--- src/rtl/cs_pkg.sv ---
// Shared types for the capacitor switching sequencer.
package cs_pkg;
    localparam int NUM_PH = 3;
    localparam int PH_A   = 0;
    localparam int PH_B   = 1;
    localparam int PH_C   = 2;

    typedef enum logic [1:0] {
        ST_IDLE = 2'd0,
        ST_ARM  = 2'd1,
        ST_ON   = 2'd2
    } seq_st_t;

    typedef enum logic [1:0] {
        FC_TIMEOUT   = 2'b00,
        FC_INTERRUPT = 2'b01,
        FC_OVERCUR   = 2'b10,
        FC_OVERVOLT  = 2'b11
    } fault_code_t;
endpackage

--- src/rtl/cs_phase_gate.sv ---
// Trigger gate for one phase.
// Fires when the phase is armed and its zero-voltage ready is high, then
// remembers that it fired so the trigger is held while 'hold' stays true.
// Assumes 'hold' already contains every kill condition of the top level.
module cs_phase_gate (
    input  logic clk,
    input  logic rst_n,
    input  logic arm,
    input  logic hold,
    input  logic release_i,
    input  logic rdy,
    output logic trig,
    output logic fired
);
    logic fired_q;

    // Trigger: a held phase that has fired, or an armed phase that sees ready now.
    always_comb begin
        trig = hold & (fired_q | (arm & rdy));
    end

    // Fired memory: set on a trigger, cleared when the sequencer returns to idle.
    always_ff @(posedge clk) begin
        if (!rst_n)         fired_q <= 1'b0;
        else if (release_i) fired_q <= 1'b0;
        else if (trig)      fired_q <= 1'b1;
    end

    assign fired = fired_q;

    // a phase that triggered and is not released counts as fired next cycle.
    assert_fire_memo_R3: assert property (@(posedge clk) disable iff (!rst_n)
        (trig && !release_i) |=> fired_q);
endmodule

--- src/rtl/cs_fire_timer.sv ---
// Switch-on timeout counter.
// Counts the cycles spent in the switching state and flags expiry in the
// LIM-th cycle. Assumes LIM >= 1; the counter restarts whenever run drops.
module cs_fire_timer #(
    parameter int LIM = 1000
) (
    input  logic clk,
    input  logic rst_n,
    input  logic run,
    output logic expired
);
    localparam int CW = (LIM > 1) ? $clog2(LIM) : 1;
    localparam logic [CW-1:0] LAST = CW'(LIM - 1);

    logic [CW-1:0] cnt_q;

    // Expiry: the current switching cycle is the last one allowed.
    always_comb begin
        expired = run && (cnt_q == LAST);
    end

    // Counter: zero outside the switching state, counts up to LAST inside it.
    always_ff @(posedge clk) begin
        if (!rst_n || !run)  cnt_q <= '0;
        else if (cnt_q != LAST) cnt_q <= cnt_q + 1'b1;
    end

    // the counter never passes the programmed limit.
    assert_cnt_bound_R5: assert property (@(posedge clk) disable iff (!rst_n)
        cnt_q <= LAST);
endmodule

--- src/rtl/cs_fault_latch.sv ---
// Sticky fault flag with cause code.
// The first cause is kept; later causes only keep the flag set. A set in
// the same cycle as a clear wins over the clear.
module cs_fault_latch
    import cs_pkg::*;
(
    input  logic        clk,
    input  logic        rst_n,
    input  logic        set,
    input  fault_code_t set_code,
    input  logic        clr,
    output logic        fault,
    output fault_code_t code
);
    logic        fault_q;
    fault_code_t code_q;

    // Latch: record the first cause, hold until an explicit clear.
    always_ff @(posedge clk) begin
        if (!rst_n) begin
            fault_q <= 1'b0;
            code_q  <= FC_TIMEOUT;
        end else if (set) begin
            fault_q <= 1'b1;
            if (!fault_q) code_q <= set_code;
        end else if (clr) begin
            fault_q <= 1'b0;
        end
    end

    assign fault = fault_q;
    assign code  = code_q;

    // a fault stays set until it is cleared.
    assert_sticky_R9: assert property (@(posedge clk) disable iff (!rst_n)
        (fault_q && !clr) |=> fault_q);
    // the code of a held fault does not change.
    assert_code_keep_R9: assert property (@(posedge clk) disable iff (!rst_n)
        (fault_q && !clr) |=> $stable(code_q));
endmodule

--- src/rtl/cap_switch_seq.sv ---
// Three-phase capacitor bank switching sequencer (top).
// Accepts a level switch-on request, fires phases A and C on their own
// zero-voltage ready, then phase B, and holds the triggers until the request
// is withdrawn. Aborts on timeout, and kills every trigger combinationally on
// over-current, loss of conduction or over-voltage, latching a fault code.
// Assumes all inputs are synchronous to clk.
module cap_switch_seq
    import cs_pkg::*;
#(
    parameter int TMO_CYC = 1000
) (
    input  logic                clk,
    input  logic                rst_n,
    input  logic                sw_on,
    input  logic                sw_off,
    input  logic [NUM_PH-1:0]   zv_rdy,
    input  logic [NUM_PH-1:0]   over_volt,
    input  logic                over_cur,
    input  logic [NUM_PH-1:0]   cond_lost,
    input  logic                fault_clr,
    output logic [NUM_PH-1:0]   trig_en,
    output logic                fault,
    output logic [1:0]          fault_code
);
    seq_st_t          st_q, st_d;
    logic             active_on, ov_hit, intr_hit, kill, hold, release_all;
    logic             all_now, expired, f_set, fault_q;
    fault_code_t      f_code, code_q;
    logic [NUM_PH-1:0] arm, fired, trig;

    // Request and kill conditions seen in the current cycle.
    always_comb begin
        active_on = sw_on & ~sw_off;
        ov_hit    = |(over_volt & ~fired);
        intr_hit  = (st_q != ST_IDLE) & active_on & (|(cond_lost & fired));
        kill      = over_cur | intr_hit | (ov_hit & (st_q == ST_ARM));
        hold      = (st_q != ST_IDLE) & active_on & ~kill & ~fault_q;
        all_now   = &(fired | trig);
    end

    // Arming: A and C while switching, B only after both have fired.
    generate
        for (genvar p = 0; p < NUM_PH; p++) begin : g_arm
            if (p == PH_B) begin : g_second
                assign arm[p] = (st_q == ST_ARM) & fired[PH_A] & fired[PH_C];
            end else begin : g_first
                assign arm[p] = (st_q == ST_ARM);
            end
        end
    endgenerate

    // Per-phase trigger gates.
    generate
        for (genvar p = 0; p < NUM_PH; p++) begin : g_ph
            cs_phase_gate u_gate (
                .clk       (clk),
                .rst_n     (rst_n),
                .arm       (arm[p]),
                .hold      (hold),
                .release_i (release_all),
                .rdy       (zv_rdy[p]),
                .trig      (trig[p]),
                .fired     (fired[p])
            );
        end
    endgenerate

    cs_fire_timer #(.LIM(TMO_CYC)) u_timer (
        .clk     (clk),
        .rst_n   (rst_n),
        .run     (st_q == ST_ARM),
        .expired (expired)
    );

    // Sequencer next state and fault cause, highest priority first.
    always_comb begin
        st_d   = st_q;
        f_set  = 1'b0;
        f_code = FC_TIMEOUT;
        if (st_q == ST_IDLE) begin
            if (over_cur) begin
                f_set = 1'b1; f_code = FC_OVERCUR;
            end else if (!fault_q && active_on) begin
                if (ov_hit) begin
                    f_set = 1'b1; f_code = FC_OVERVOLT;
                end else begin
                    st_d = ST_ARM;
                end
            end
        end else begin
            if (over_cur) begin
                f_set = 1'b1; f_code = FC_OVERCUR; st_d = ST_IDLE;
            end else if (!active_on) begin
                st_d = ST_IDLE;
            end else if (intr_hit) begin
                f_set = 1'b1; f_code = FC_INTERRUPT; st_d = ST_IDLE;
            end else if (st_q == ST_ARM && ov_hit) begin
                f_set = 1'b1; f_code = FC_OVERVOLT; st_d = ST_IDLE;
            end else if (st_q == ST_ARM && all_now) begin
                st_d = ST_ON;
            end else if (st_q == ST_ARM && expired) begin
                f_set = 1'b1; f_code = FC_TIMEOUT; st_d = ST_IDLE;
            end
        end
        release_all = (st_d == ST_IDLE);
    end

    // State register.
    always_ff @(posedge clk) begin
        if (!rst_n) st_q <= ST_IDLE;
        else        st_q <= st_d;
    end

    cs_fault_latch u_flt (
        .clk      (clk),
        .rst_n    (rst_n),
        .set      (f_set),
        .set_code (f_code),
        .clr      (fault_clr),
        .fault    (fault_q),
        .code     (code_q)
    );

    assign trig_en    = trig;
    assign fault      = fault_q;
    assign fault_code = code_q;

    // phase B never triggers without A and C.
    assert_order_R2: assert property (@(posedge clk) disable iff (!rst_n)
        trig_en[PH_B] |-> (trig_en[PH_A] && trig_en[PH_C]));
    // no trigger without an active request.
    assert_withdraw_R4: assert property (@(posedge clk) disable iff (!rst_n)
        !(sw_on && !sw_off) |-> (trig_en == '0));
    // over-current removes all triggers at once.
    assert_ovc_kill_R7: assert property (@(posedge clk) disable iff (!rst_n)
        over_cur |-> (trig_en == '0));
    // over-current always leaves a fault behind.
    assert_ovc_flag_R7: assert property (@(posedge clk) disable iff (!rst_n)
        over_cur |=> fault);
    // a latched fault keeps every trigger low.
    assert_fault_quiet_R9: assert property (@(posedge clk) disable iff (!rst_n)
        fault |-> (trig_en == '0));
endmodule

--- config.mk ---
export PLATFORM = sky130hd
export DESIGN_NAME = cap_switch_seq
export DESIGN_NICKNAME = d
export VERILOG_FILES = /design/src/rtl/cs_pkg.sv /design/src/rtl/cs_phase_gate.sv /design/src/rtl/cs_fire_timer.sv /design/src/rtl/cs_fault_latch.sv /design/src/rtl/cap_switch_seq.sv
export SDC_FILE = /design/constraint.sdc
export NUM_CORES = 1
export LEC_CHECK = 0
export CORE_MARGIN = 3
export CORE_UTILIZATION = 54
export CTS_CLUSTER_DIAMETER = 150
export CTS_CLUSTER_SIZE = 12
export DETAILED_ROUTE_END_ITERATION = 16
export GPL_ROUTABILITY_DRIVEN = 0
export PLACE_DENSITY_LB_ADDON = 0.08
export SLEW_MARGIN = 20
export SYNTH_ARGS = -nofsm -noshare
export SYNTH_HDL_FRONTEND = slang
export SYNTH_SLANG_ARGS = --single-unit
--- constraint.sdc ---
create_clock -name clk -period 3.55 [get_ports clk]
set_input_delay 0.71 -clock clk [delete_from_list [all_inputs] [get_ports clk]]
set_output_delay 0.71 -clock clk [all_outputs]
set_load 0.005 [all_outputs]
==> summary.txt, run 1 <==
Antenna violations before repair: 0
Clock Latency Late Sink: 280 ps
Vias: 1072
Hpwl dp: 1980 um
Crit-path max FO: 4
Register area: 360 um2
CTS tree: yes
Max Transition Viols Final: 0
# fillers: 131
Slowest Stage Delay on Critical Path: 500 ps
Worst Path Arrival: 2720 ps
Fin nets: 174
Synth Flop Type: dfxtp_1
Leakage power: 0.418 nW
Num CTS Buffers: 3
CP endpoint kind: primary output
Tot Pwr: 345 uW
Startpoint Class: input port
Ys async rst share: 0%
PostCTS Resize Cnt: 0
Crit path max-delay family: buffers and inverters
Hold endpoint: u_timer.cnt_q[8]$_SDFFE_PP0N_
Final worst path period share: 96.5%
Critical Path RT: 2840 ps
DRC Markers: 0
Fmax: 292 MHz
Hold_buf cts: 0
Syn-to-layout area delta: 23.9%
Clock-pin slew on the worst setup and hold paths: 90 ps
Seq/Total Area, Yosys: 33.9%
Initial drt markers: 58
Total grt overflow: 0
Max-Cap Viols: 0
Final core occ: 73.8%
Initial core utilization: 59.6%
# H-tree levels: 1
Largest net degree at the start of global routing: 11
FF+latch count, synth: 18
Setup Skew: 5.88 ps
Setup violators final: 0
Routed WL per cell: 13.6 um
TritonCTS Sinks: 18
Path depth of the worst reg2reg path: 6
Final min period: 3430 ps
Synth Area per Inst: 7.99 um2
Fraction of layout cells with a size suffix above 1: 5.77%
All-Layer GR Usage: 22.8%
Reg2reg start: g_ph[1].u_gate.fired$_SDFFE_PP0P_
Rows: 15
EDFF count, synth: 0
Yosys warnings: 0
Hold Path Class: flop to flop
Most numerous cell on the critical path: clkdlybuf4s50_1
R2R Path End: u_flt.fault$_SDFFE_PN0P_
PortBufs: 20
Hold Vio Cnt, Final: 0
DR pass1 iterations: 4
Clock Tree Root: clkbuf_4
Status: completed
Power Dens Cells: 262 nW/um2
Reg-to-reg slack, setup: 1300 ps
Final WL: 2460 um
Slew Limit Headroom: 63.7%
CP max-delay cell: clkdlybuf4s50_1
Gate Count Post-Synth: 133
VDD IR-drop max: 267 uV
Post-Syn Area: 1060 um2
CP Cell Sequence: clkdlybuf4s50_1, a222oi_1, o211ai_2, nor2_1, o21a_1, clkdlybuf4s50_1
Number of buffers and inverters on the critical path: 2
Antenna Nets Post-Route: 0
Synth unique cells: 38
Via/cell ratio: 5.92
Post-Syn Nets: 149
Die Y: 50.4 um
Kind of critical path: input port to primary output
First-pass GRT wire length: 4480 um
Min-delay src: u_timer.cnt_q[8]$_SDFFE_PP0N_
Core area: 1780 um2
Die width: 50.4 um
Setup Fix Bufs, Post-CTS: 0
Hold depth: 2
Hold WS: 500 ps
Vias in the first global route: 1038
Clock tree buffer depth: 2
Area of the multi-input gates: 657 um2
Die Area: 2540 um2
RSZ-0062 raised after global routing: no
I/O pins: 21
Slew @ Worst Pin: 542 ps
N_diodes: 0
Sum Neg Setup Slack: 0 ps
worst reg2reg max path, delay by kind of cell, from the launching register on:
kind	cells	cell delay, ps
AOI/OAI and AO/OA	5	1600
buffers and inverters	1	200
DFF	1	360
flip-flops by register name, summed over array words and instances (netlist names):
name               flops
g_ph.u_gate.fired      3
st_q                   2
u_flt.code             2
u_flt.fault            1
u_timer.cnt_q         10
cell type report:
type / instances / share of cell area [%]
multi-input cells: 106 / 49.9
flip-flops and latches: 18 / 27.4
repair buffers: 23 / 16.9
well taps: 25 / 2.38
clock buffers: 3 / 1.71
inverters: 6 / 1.71
Yosys cell counts (2+ instances only):
cell type	n	area, um2
nand2_1	8	30.0
nand4_1	5	31.3
and3_1	3	18.8
nor3b_1	3	22.5
dfxtp_1	18	360
nand2b_1	9	56.3
inv_1	6	22.5
nor3_1	6	30.0
o21ai_0	5	25.0
a21oi_1	10	50.1
xor2_1	2	17.5
o21a_1	2	15.0
nor2b_1	3	18.8
buf_4	3	22.5
nor2_1	15	56.3
a31oi_1	4	25.0
or3_1	3	18.8
xnor2_1	3	26.3
nand3_1	6	30.0
where the power goes:
| group | internal [mW] | total, mW | switching [mW] |
|---|---|---|---|
| registers | 0.205 | 0.208 | 0.00291 |
| logic | 0.0272 | 0.0435 | 0.0163 |
| clock network | 0.0394 | 0.0941 | 0.0547 |
routing by layer:
metal	global-route usage (%)	share of wire [%]	vias up	wire length [um]
li1	-	-	542	-
met1	26.8	44	487	1080
met4	6.28	1.7	0	42
met5	0	0	-	0
met3	5.64	5.4	6	133
met2	40.9	49	37	1210
stage by stage:
stage	setup slack [ps]	cells	area, um2
floorplan	837	133	1060
global placement	292	178	1290
detailed placement	153	178	1290
CTS	125	181	1320
global route	21.6	181	1320
finish	124	181	1320
cell usage in the layout (no fill, tap or decap), types with 2 or more instances in the layout:
cell type / count
clkbuf_4: 3
clkdlybuf4s50_1: 20
nor2_1: 15
buf_4: 3
nor3_1: 6
and3_1: 3
dfxtp_1: 18
a21oi_1: 10
or3_1: 3
nand3_1: 6
xor2_1: 2
nand4_1: 5
xnor2_1: 3
o21a_1: 2
a31oi_1: 4
o21ai_0: 5
nand2b_1: 9
inv_1: 6
nor3b_1: 3
nor2b_1: 3
nand2_1: 8
worst max-delay path by stage:
stage,from,to,depth (start not counted)
2_1_floorplan,cond_lost[0],trig_en[1],5
3_3_place_gp,cond_lost[0],trig_en[1],6
6_report,cond_lost[0],trig_en[1],6
4_1_cts,cond_lost[0],trig_en[1],6
3_5_place_dp,cond_lost[0],trig_en[1],6
5_1_grt,cond_lost[0],trig_en[1],6
cell families (layout without fill, tap and decap cells):
kind of cell	count (synthesis)	in the layout	synth area share, %
buffers and inverters	9	32	4.24
muxes	1	1	0.942
adders and majority gates	1	1	1.18
and+or+nand+nor	64	64	31.7
AOI/OAI and AO/OA	35	35	23.9
xor gates and xnor gates	5	5	4.12
DFF	18	18	33.9
Power figures use the tool's default switching activity.
==> run 2, diff against run 1 <==
--- a/config.mk
+++ b/config.mk
@@ -5,9 +5,10 @@
 export SDC_FILE = /design/constraint.sdc
 export NUM_CORES = 1
 export LEC_CHECK = 0
-export CORE_MARGIN = 3
+export ABC_CLOCK_PERIOD_IN_PS = 3550
+export CORE_MARGIN = 2
 export CORE_UTILIZATION = 54
-export CTS_CLUSTER_DIAMETER = 150
+export CTS_CLUSTER_DIAMETER = 100
 export CTS_CLUSTER_SIZE = 12
 export DETAILED_ROUTE_END_ITERATION = 16
 export GPL_ROUTABILITY_DRIVEN = 0
==> run 2 against run 1 <==
Design area increased by 2.4%. Global-route usage decreased by 1.1 points. Cell count increased by 2.8%. Clock-buffer cell count increased by 1. Total power increased by 10%. Clock power increased by 36%. Worst setup slack improved by 140 ps. Routed wire length decreased by 2.5%. Via count increased by 2.1%. Largest cell class unchanged.
==> summary.txt, run 2 (synthesis gave the netlist of run 1 again) <==
Status: completed (unchanged)
CP endpoint kind: primary output (unchanged)
P_sw: 85.2 uW (was 74.0 uW)
Setup slack after layout: 264 ps (was 124 ps)
Final worst path period share: 92.6% (was 96.5%)
PostCTS Resize Cnt: 0 (unchanged)
Clock Tree Root: clkbuf_4 (unchanged)
Fmax: 304 MHz (was 292 MHz)
Fin nets: 176 (was 174)
Placed cell area: 1310 um2 (was 1290 um2)
Worst slack, placed: 238 ps (was 153 ps)
Antenna Nets Post-Route: 0 (unchanged)
Comb pwr share: 11.5% (was 12.6%)
Fraction of layout cells with a size suffix above 1: 7.55% (was 5.77%)
# fillers: 168 (was 131)
Setup Skew: 8.61 ps (was 5.88 ps)
DR pass1 iterations: 4 (unchanged)
DRT met1 WL: 1120 um (was 1080 um)
First-pass GRT wire length: 4110 um (was 4480 um)
Max Transition Viols Final: 0 (unchanged)
Startpoint Class: input port (unchanged)
Worst Path Arrival: 2580 ps (was 2720 ps)
Core area: 1900 um2 (was 1780 um2)
Die width: 48.4 um (was 50.4 um)
TritonCTS Sinks: 18 (unchanged)
Max layer used: met4 (unchanged)
Slew Limit Headroom: 71.0% (was 63.7%)
Initial drt markers: 31 (was 58)
Final min period: 3290 ps (was 3430 ps)
I/O pins: 21 (unchanged)
Crit-path max FO: 4 (unchanged)
Met3 wire len: 94 um (was 133 um)
Routed wl met2: 1130 um (was 1210 um)
Clock Latency Late Sink: 300 ps (was 280 ps)
Power Dens Cells: 282 nW/um2 (was 262 nW/um2)
Num CTS Buffers: 3 (unchanged)
VDD IR-drop max: 345 uV (was 267 uV)
Total grt overflow: 0 (unchanged)
Setup Fix Bufs, Post-CTS: 0 (unchanged)
Max-Cap Viols: 0 (unchanged)
Die Area: 2340 um2 (was 2540 um2)
Top reg by flops: u_timer.cnt_q (unchanged)
Hold Path Class: flop to flop (unchanged)
Hold Vio Cnt, Final: 0 (unchanged)
Seq pwr share: 54.7% (was 60.1%)
Switching share of total power: 22.4% (was 21.4%)
CTS tree: yes (unchanged)
Via/cell ratio: 5.88 (was 5.92)
DRC Markers: 0 (unchanged)
Sum Neg Setup Slack: 0 ps (unchanged)
All-Layer GR Usage: 21.7% (was 22.8%)
Syn-to-layout area delta: 26.9% (was 23.9%)
Slew @ Worst Pin: 435 ps (was 542 ps)
Clock share of power: 33.8% (was 27.2%)
Leakage power: 0.435 nW (was 0.418 nW)
Vias: 1094 (was 1072)
Setup violators final: 0 (unchanged)
# H-tree levels: 1 (unchanged)
Commonest non-fill, non-tap cell in the layout: clkdlybuf4s50_1 (unchanged)
Critical Path RT: 2840 ps (about the same)
Kind of critical path: input port to primary output (unchanged)
Final WL: 2400 um (was 2460 um)
Internal power: 295 uW (was 271 uW)
RSZ-0062 raised after global routing: no (unchanged)
Clock-pin slew on the worst setup and hold paths: 110 ps (was 90 ps)
Die Y: 48.4 um (was 50.4 um)
Final instance area: 1350 um2 (was 1320 um2)
Hold_buf cts: 0 (unchanged)
Routed WL per cell: 12.9 um (was 13.6 um)
Rows: 16 (was 15)
Max FFs per register: 10 (unchanged)
PortBufs: 20 (unchanged)
Largest net degree at the start of global routing: 11 (unchanged)
Hpwl dp: 1930 um (was 1980 um)
Most frequent cells in the layout: 20 x clkdlybuf4s50_1, 18 x dfxtp_1, 15 x nor2_1 (unchanged)
Antenna violations before repair: 0 (unchanged)
Clock tree buffer depth: 2 (unchanged)
Initial core utilization: 55.9% (was 59.6%)
Vias in the first global route: 983 (was 1038)
N_diodes: 0 (unchanged)
run 2: cell types whose count changed in the layout (fill, tap and decap cells not counted):
cell,change
clkbuf_8,+1
buf_4,+2
run 2: metrics by stage:
stage | utilization (%) | cells | hold slack [ps] | power (mW)
finish | 70.9 | 186 | 501 | 0.380
global route | 70.9 | 186 | 542 | 0.394
CTS | 70.9 | 186 | 503 | 0.384
detailed placement | 68.9 | 182 | 487 | 0.257
global placement | 68.9 | 182 | 472 | 0.256
floorplan | - | 133 | 458 | 0.229
run 2: area by class of cell:
class                   count  area, um2  area share, %
clock buffers               4       36.3           2.69
inverters                   6       22.5           1.67
multi-input cells         106        657           48.7
flip-flops and latches     18        360           26.7
well taps                  27       33.8           2.51
repair buffers             25        238           17.6
run 2: path summary, 6_finish.rpt:
check,from,to,slack (ps),depth (start not counted)
hold reg to reg,u_timer.cnt_q[8]$_SDFFE_PP0N_,u_timer.cnt_q[8]$_SDFFE_PP0N_,500,2
setup reg to reg,g_ph[0].u_gate.fired$_SDFFE_PP0P_,u_flt.fault$_SDFFE_PN0P_,1360,6
setup / recovery,cond_lost[0],trig_en[1],260,6
hold / removal,u_timer.cnt_q[8]$_SDFFE_PP0N_,u_timer.cnt_q[8]$_SDFFE_PP0N_,500,2
run 2: worst max-delay path, cell delays in order:
cell and delay (ps):
clkdlybuf4s50_1 400, a222oi_1 460, o211ai_2 200, nor2_1 180, o21a_1 140, clkdlybuf4s50_1 490
run 2: layer usage:
| layer | up-vias | global-route usage, % |
|---|---|---|
| li1 | 549 | - |
| met1 | 509 | 27.7 |
| met2 | 28 | 37.0 |
| met3 | 8 | 4.32 |
| met4 | 0 | 6.67 |
| met5 | - | 0 |
run 2: power groups by stage:
stage	Sequential (mW)	Combinational (mW)	Clock (mW)
CTS	0.208	0.0441	0.132
global route	0.209	0.0476	0.138
detailed placement	0.213	0.0440	0
finish	0.208	0.0439	0.128
global placement	0.213	0.0430	0
floorplan	0.212	0.0167	0
==> run 3, diff against run 2 <==
--- a/config.mk
+++ b/config.mk
@@ -6,13 +6,16 @@
 export NUM_CORES = 1
 export LEC_CHECK = 0
 export ABC_CLOCK_PERIOD_IN_PS = 3550
+export CELL_PAD_IN_SITES_DETAIL_PLACEMENT = 0
+export CELL_PAD_IN_SITES_GLOBAL_PLACEMENT = 1
 export CORE_MARGIN = 2
-export CORE_UTILIZATION = 54
+export CORE_UTILIZATION = 39
 export CTS_CLUSTER_DIAMETER = 100
 export CTS_CLUSTER_SIZE = 12
 export DETAILED_ROUTE_END_ITERATION = 16
 export GPL_ROUTABILITY_DRIVEN = 0
 export PLACE_DENSITY_LB_ADDON = 0.08
+export RECOVER_POWER = 25
 export SLEW_MARGIN = 20
 export SYNTH_ARGS = -nofsm -noshare
 export SYNTH_HDL_FRONTEND = slang
==> constraint.sdc (replaced) <==
create_clock -name clk -period 3.55 [get_ports clk]
set_input_delay 1.065 -clock clk [delete_from_list [all_inputs] [get_ports clk]]
set_output_delay 1.065 -clock clk [all_outputs]
set_load 0.005 [all_outputs]
==> run 3 against run 2 <==
Cell count grew 8.6%. Clock power is essentially flat. Hold slack lost 4.2 ps. Clock-buffer cell count is the same.
==> summary.txt, run 3 (synthesis gave the netlist of run 1 again) <==
# fillers: 238 (was 168)
Startpoint Class: input port (unchanged)
Rows: 18 (was 16)
Hold Path Class: flop to flop (unchanged)
Clock share of power: 33.5% (was 33.8%)
PortBufs: 20 (unchanged)
Internal power: 300 uW (was 295 uW)
Die width: 56.2 um (was 48.4 um)
CTS tree: yes (unchanged)
Crit-path max FO: 4 (unchanged)
Clock tree buffer depth: 2 (unchanged)
Setup Skew: 11.3 ps (was 8.61 ps)
Final std cells w/o fill: 202 (was 186)
Fraction of layout cells with a size suffix above 1: 19.2% (was 7.55%)
Die Area: 3160 um2 (was 2340 um2)
Status: completed (unchanged)
Slew Limit Headroom: 64.0% (was 71.0%)
All-Layer GR Usage: 19.2% (was 21.7%)
Slew @ Worst Pin: 538 ps (was 435 ps)
Die Y: 56.2 um (was 48.4 um)
Core area: 2520 um2 (was 1900 um2)
Initial drt markers: 46 (was 31)
Hold Vio Cnt, Final: 0 (unchanged)
DR pass1 iterations: 4 (unchanged)
Kind of critical path: input port to primary output (unchanged)
CP max-delay cell: a31oi_1 (was clkdlybuf4s50_1)
Most frequent cells in the layout: 18 x dfxtp_1, 16 x buf_4, 14 x nor2_1 (was 20 x clkdlybuf4s50_1, 18 x dfxtp_1, 15 x nor2_1)
Initial core utilization: 42.1% (was 55.9%)
Routed WL per cell: 13.9 um (was 12.9 um)
Final WL: 2810 um (was 2400 um)
Top reg by flops: u_timer.cnt_q (unchanged)
Largest net degree at the start of global routing: 11 (unchanged)
Slowest Stage Delay on Critical Path: 480 ps (was 490 ps)
Clock-pin slew on the worst setup and hold paths: 100 ps (was 110 ps)
Antenna Nets Post-Route: 0 (unchanged)
P_sw: 92.0 uW (was 85.2 uW)
Num CTS Buffers: 3 (unchanged)
Hpwl dp: 2030 um (was 1930 um)
Total grt overflow: 0 (unchanged)
I/O pins: 21 (unchanged)
Hold_buf cts: 0 (unchanged)
# H-tree levels: 1 (unchanged)
Leakage power: 0.530 nW (was 0.435 nW)
Final min period: 3470 ps (was 3290 ps)
Clock Latency Late Sink: 300 ps (about the same)
Seq pwr share: 53.2% (was 54.7%)
Worst Path Arrival: 2410 ps (was 2580 ps)
TritonCTS Sinks: 18 (unchanged)
DRC Markers: 0 (unchanged)
Crit path max-delay family: compound AO/OA/AOI/OAI gates (was buffers and inverters)
Post-placement cell count: 191 (was 182)
N_diodes: 0 (unchanged)
Tot Pwr: 392 uW (was 380 uW)
Via/cell ratio: 5.56 (was 5.88)
CP Cell Sequence: clkdlybuf4s50_1, nand2b_1, a31oi_1, nor2_2, o21a_1, clkbuf_2 (was clkdlybuf4s50_1, a222oi_1, o211ai_2, nor2_1, o21a_1, clkdlybuf4s50_1)
Register area: 360 um2 (unchanged)
Comb pwr share: 13.3% (was 11.5%)
Setup violators final: 0 (unchanged)
Critical Path RT: 2480 ps (was 2840 ps)
Number of buffers and inverters on the critical path: 2 (unchanged)
Vias: 1124 (was 1094)
Syn-to-layout area delta: 38.0% (was 26.9%)
First-pass GRT wire length: 4880 um (was 4110 um)
Switching share of total power: 23.5% (was 22.4%)
Final worst path period share: 97.8% (was 92.6%)
Antenna violations before repair: 0 (unchanged)
Commonest non-fill, non-tap cell in the layout: dfxtp_1 (was clkdlybuf4s50_1)
RSZ-0062 raised after global routing: no (unchanged)
Power Dens Cells: 267 nW/um2 (was 282 nW/um2)
Clock Tree Root: clkbuf_4 (unchanged)
Area of the multi-input gates: 684 um2 (was 657 um2)
CP endpoint kind: primary output (unchanged)
Max Transition Viols Final: 0 (unchanged)
Max-Cap Viols: 0 (unchanged)
Max FFs per register: 10 (unchanged)
Fmax: 288 MHz (was 304 MHz)
Vias in the first global route: 1066 (was 983)
VDD IR-drop max: 168 uV (was 345 uV)
Fin nets: 189 (was 176)
Final core occ: 58.1% (was 70.9%)
[run 3: cell types whose count changed in the layout (fill, tap and decap cells not counted), sizes merged]
cell / before / now
buf: 5 / 20
clkdlybuf4s50: 20 / 10
clkbuf: 4 / 6
dlygate4sd2: 0 / 2
dlymetal6s2s: 0 / 2
clkdlybuf4s15: 0 / 1
dlygate4sd3: 0 / 1
[run 3: worst paths after layout]
| check | end | start | cells past startpoint | slack [ps] |
|---|---|---|---|---|
| setup / recovery | trig_en[1] | over_volt[1] | 6 | 80 |
| hold / removal | u_timer.cnt_q[8]$_SDFFE_PP0N_ | u_timer.cnt_q[8]$_SDFFE_PP0N_ | 2 | 500 |
| setup reg to reg | u_flt.fault$_SDFFE_PN0P_ | g_ph[0].u_gate.fired$_SDFFE_PP0P_ | 8 | 1100 |
| hold reg to reg | u_timer.cnt_q[8]$_SDFFE_PP0N_ | u_timer.cnt_q[8]$_SDFFE_PP0N_ | 2 | 500 |
[run 3: through the flow]
stage               setup TNS (ps)  setup WS (ps)  hold WS [ps]  instance area, um2
floorplan                        0            127           458                1060
global placement             -1100           -402           470                1360
detailed placement           -1350           -487           483                1360
CTS                           -132          -84.3           500                1440
global route                     0           6.58           554                1470
finish                           0           79.7           496                1470
[run 3: routing by layer]
| metal | track usage, % | wire length, um | vias up |
|---|---|---|---|
| met3 | 2.56 | 110 | 5 |
| met1 | 25.9 | 1310 | 518 |
| met4 | 6.46 | 34 | 0 |
| met2 | 31.4 | 1360 | 29 |
| li1 | - | - | 572 |
| met5 | 0 | 0 | - |
[run 3: power groups by stage]
| stage | Combinational (mW) | Sequential, mW | Clock, mW |
|---|---|---|---|
| after global routing | 0.0560 | 0.209 | 0.144 |
| final | 0.0520 | 0.209 | 0.131 |
| after floorplan | 0.0167 | 0.212 | 0 |
| after CTS | 0.0494 | 0.208 | 0.136 |
| after detailed placement | 0.0479 | 0.213 | 0 |
| after global placement | 0.0477 | 0.213 | 0 |
[run 3: final cells by class]
type	count	share of cell area [%]
Multi-Input combinational cell	106	46.7
Sequential cell	18	24.6
Timing Repair Buffer	38	22.2
Tap cell	30	2.56
Clock buffer	4	2.47
Inverter	6	1.54
[run 3: repair_timing]
action	CTS	global route
endpoints found under the setup margin	3	3
pin swaps	4	4
resized for setup	16	11
setup buffers	6	1
[run 3: worst register-to-register path, stage by stage, from the launching register on]
cell      delay, ps
dfxtp_1         380
a222oi_1        460
o211ai_2        180
buf_4           170
buf_4           120
buf_4           140
o31ai_4         290
a31oi_1         180
o41a_1          430
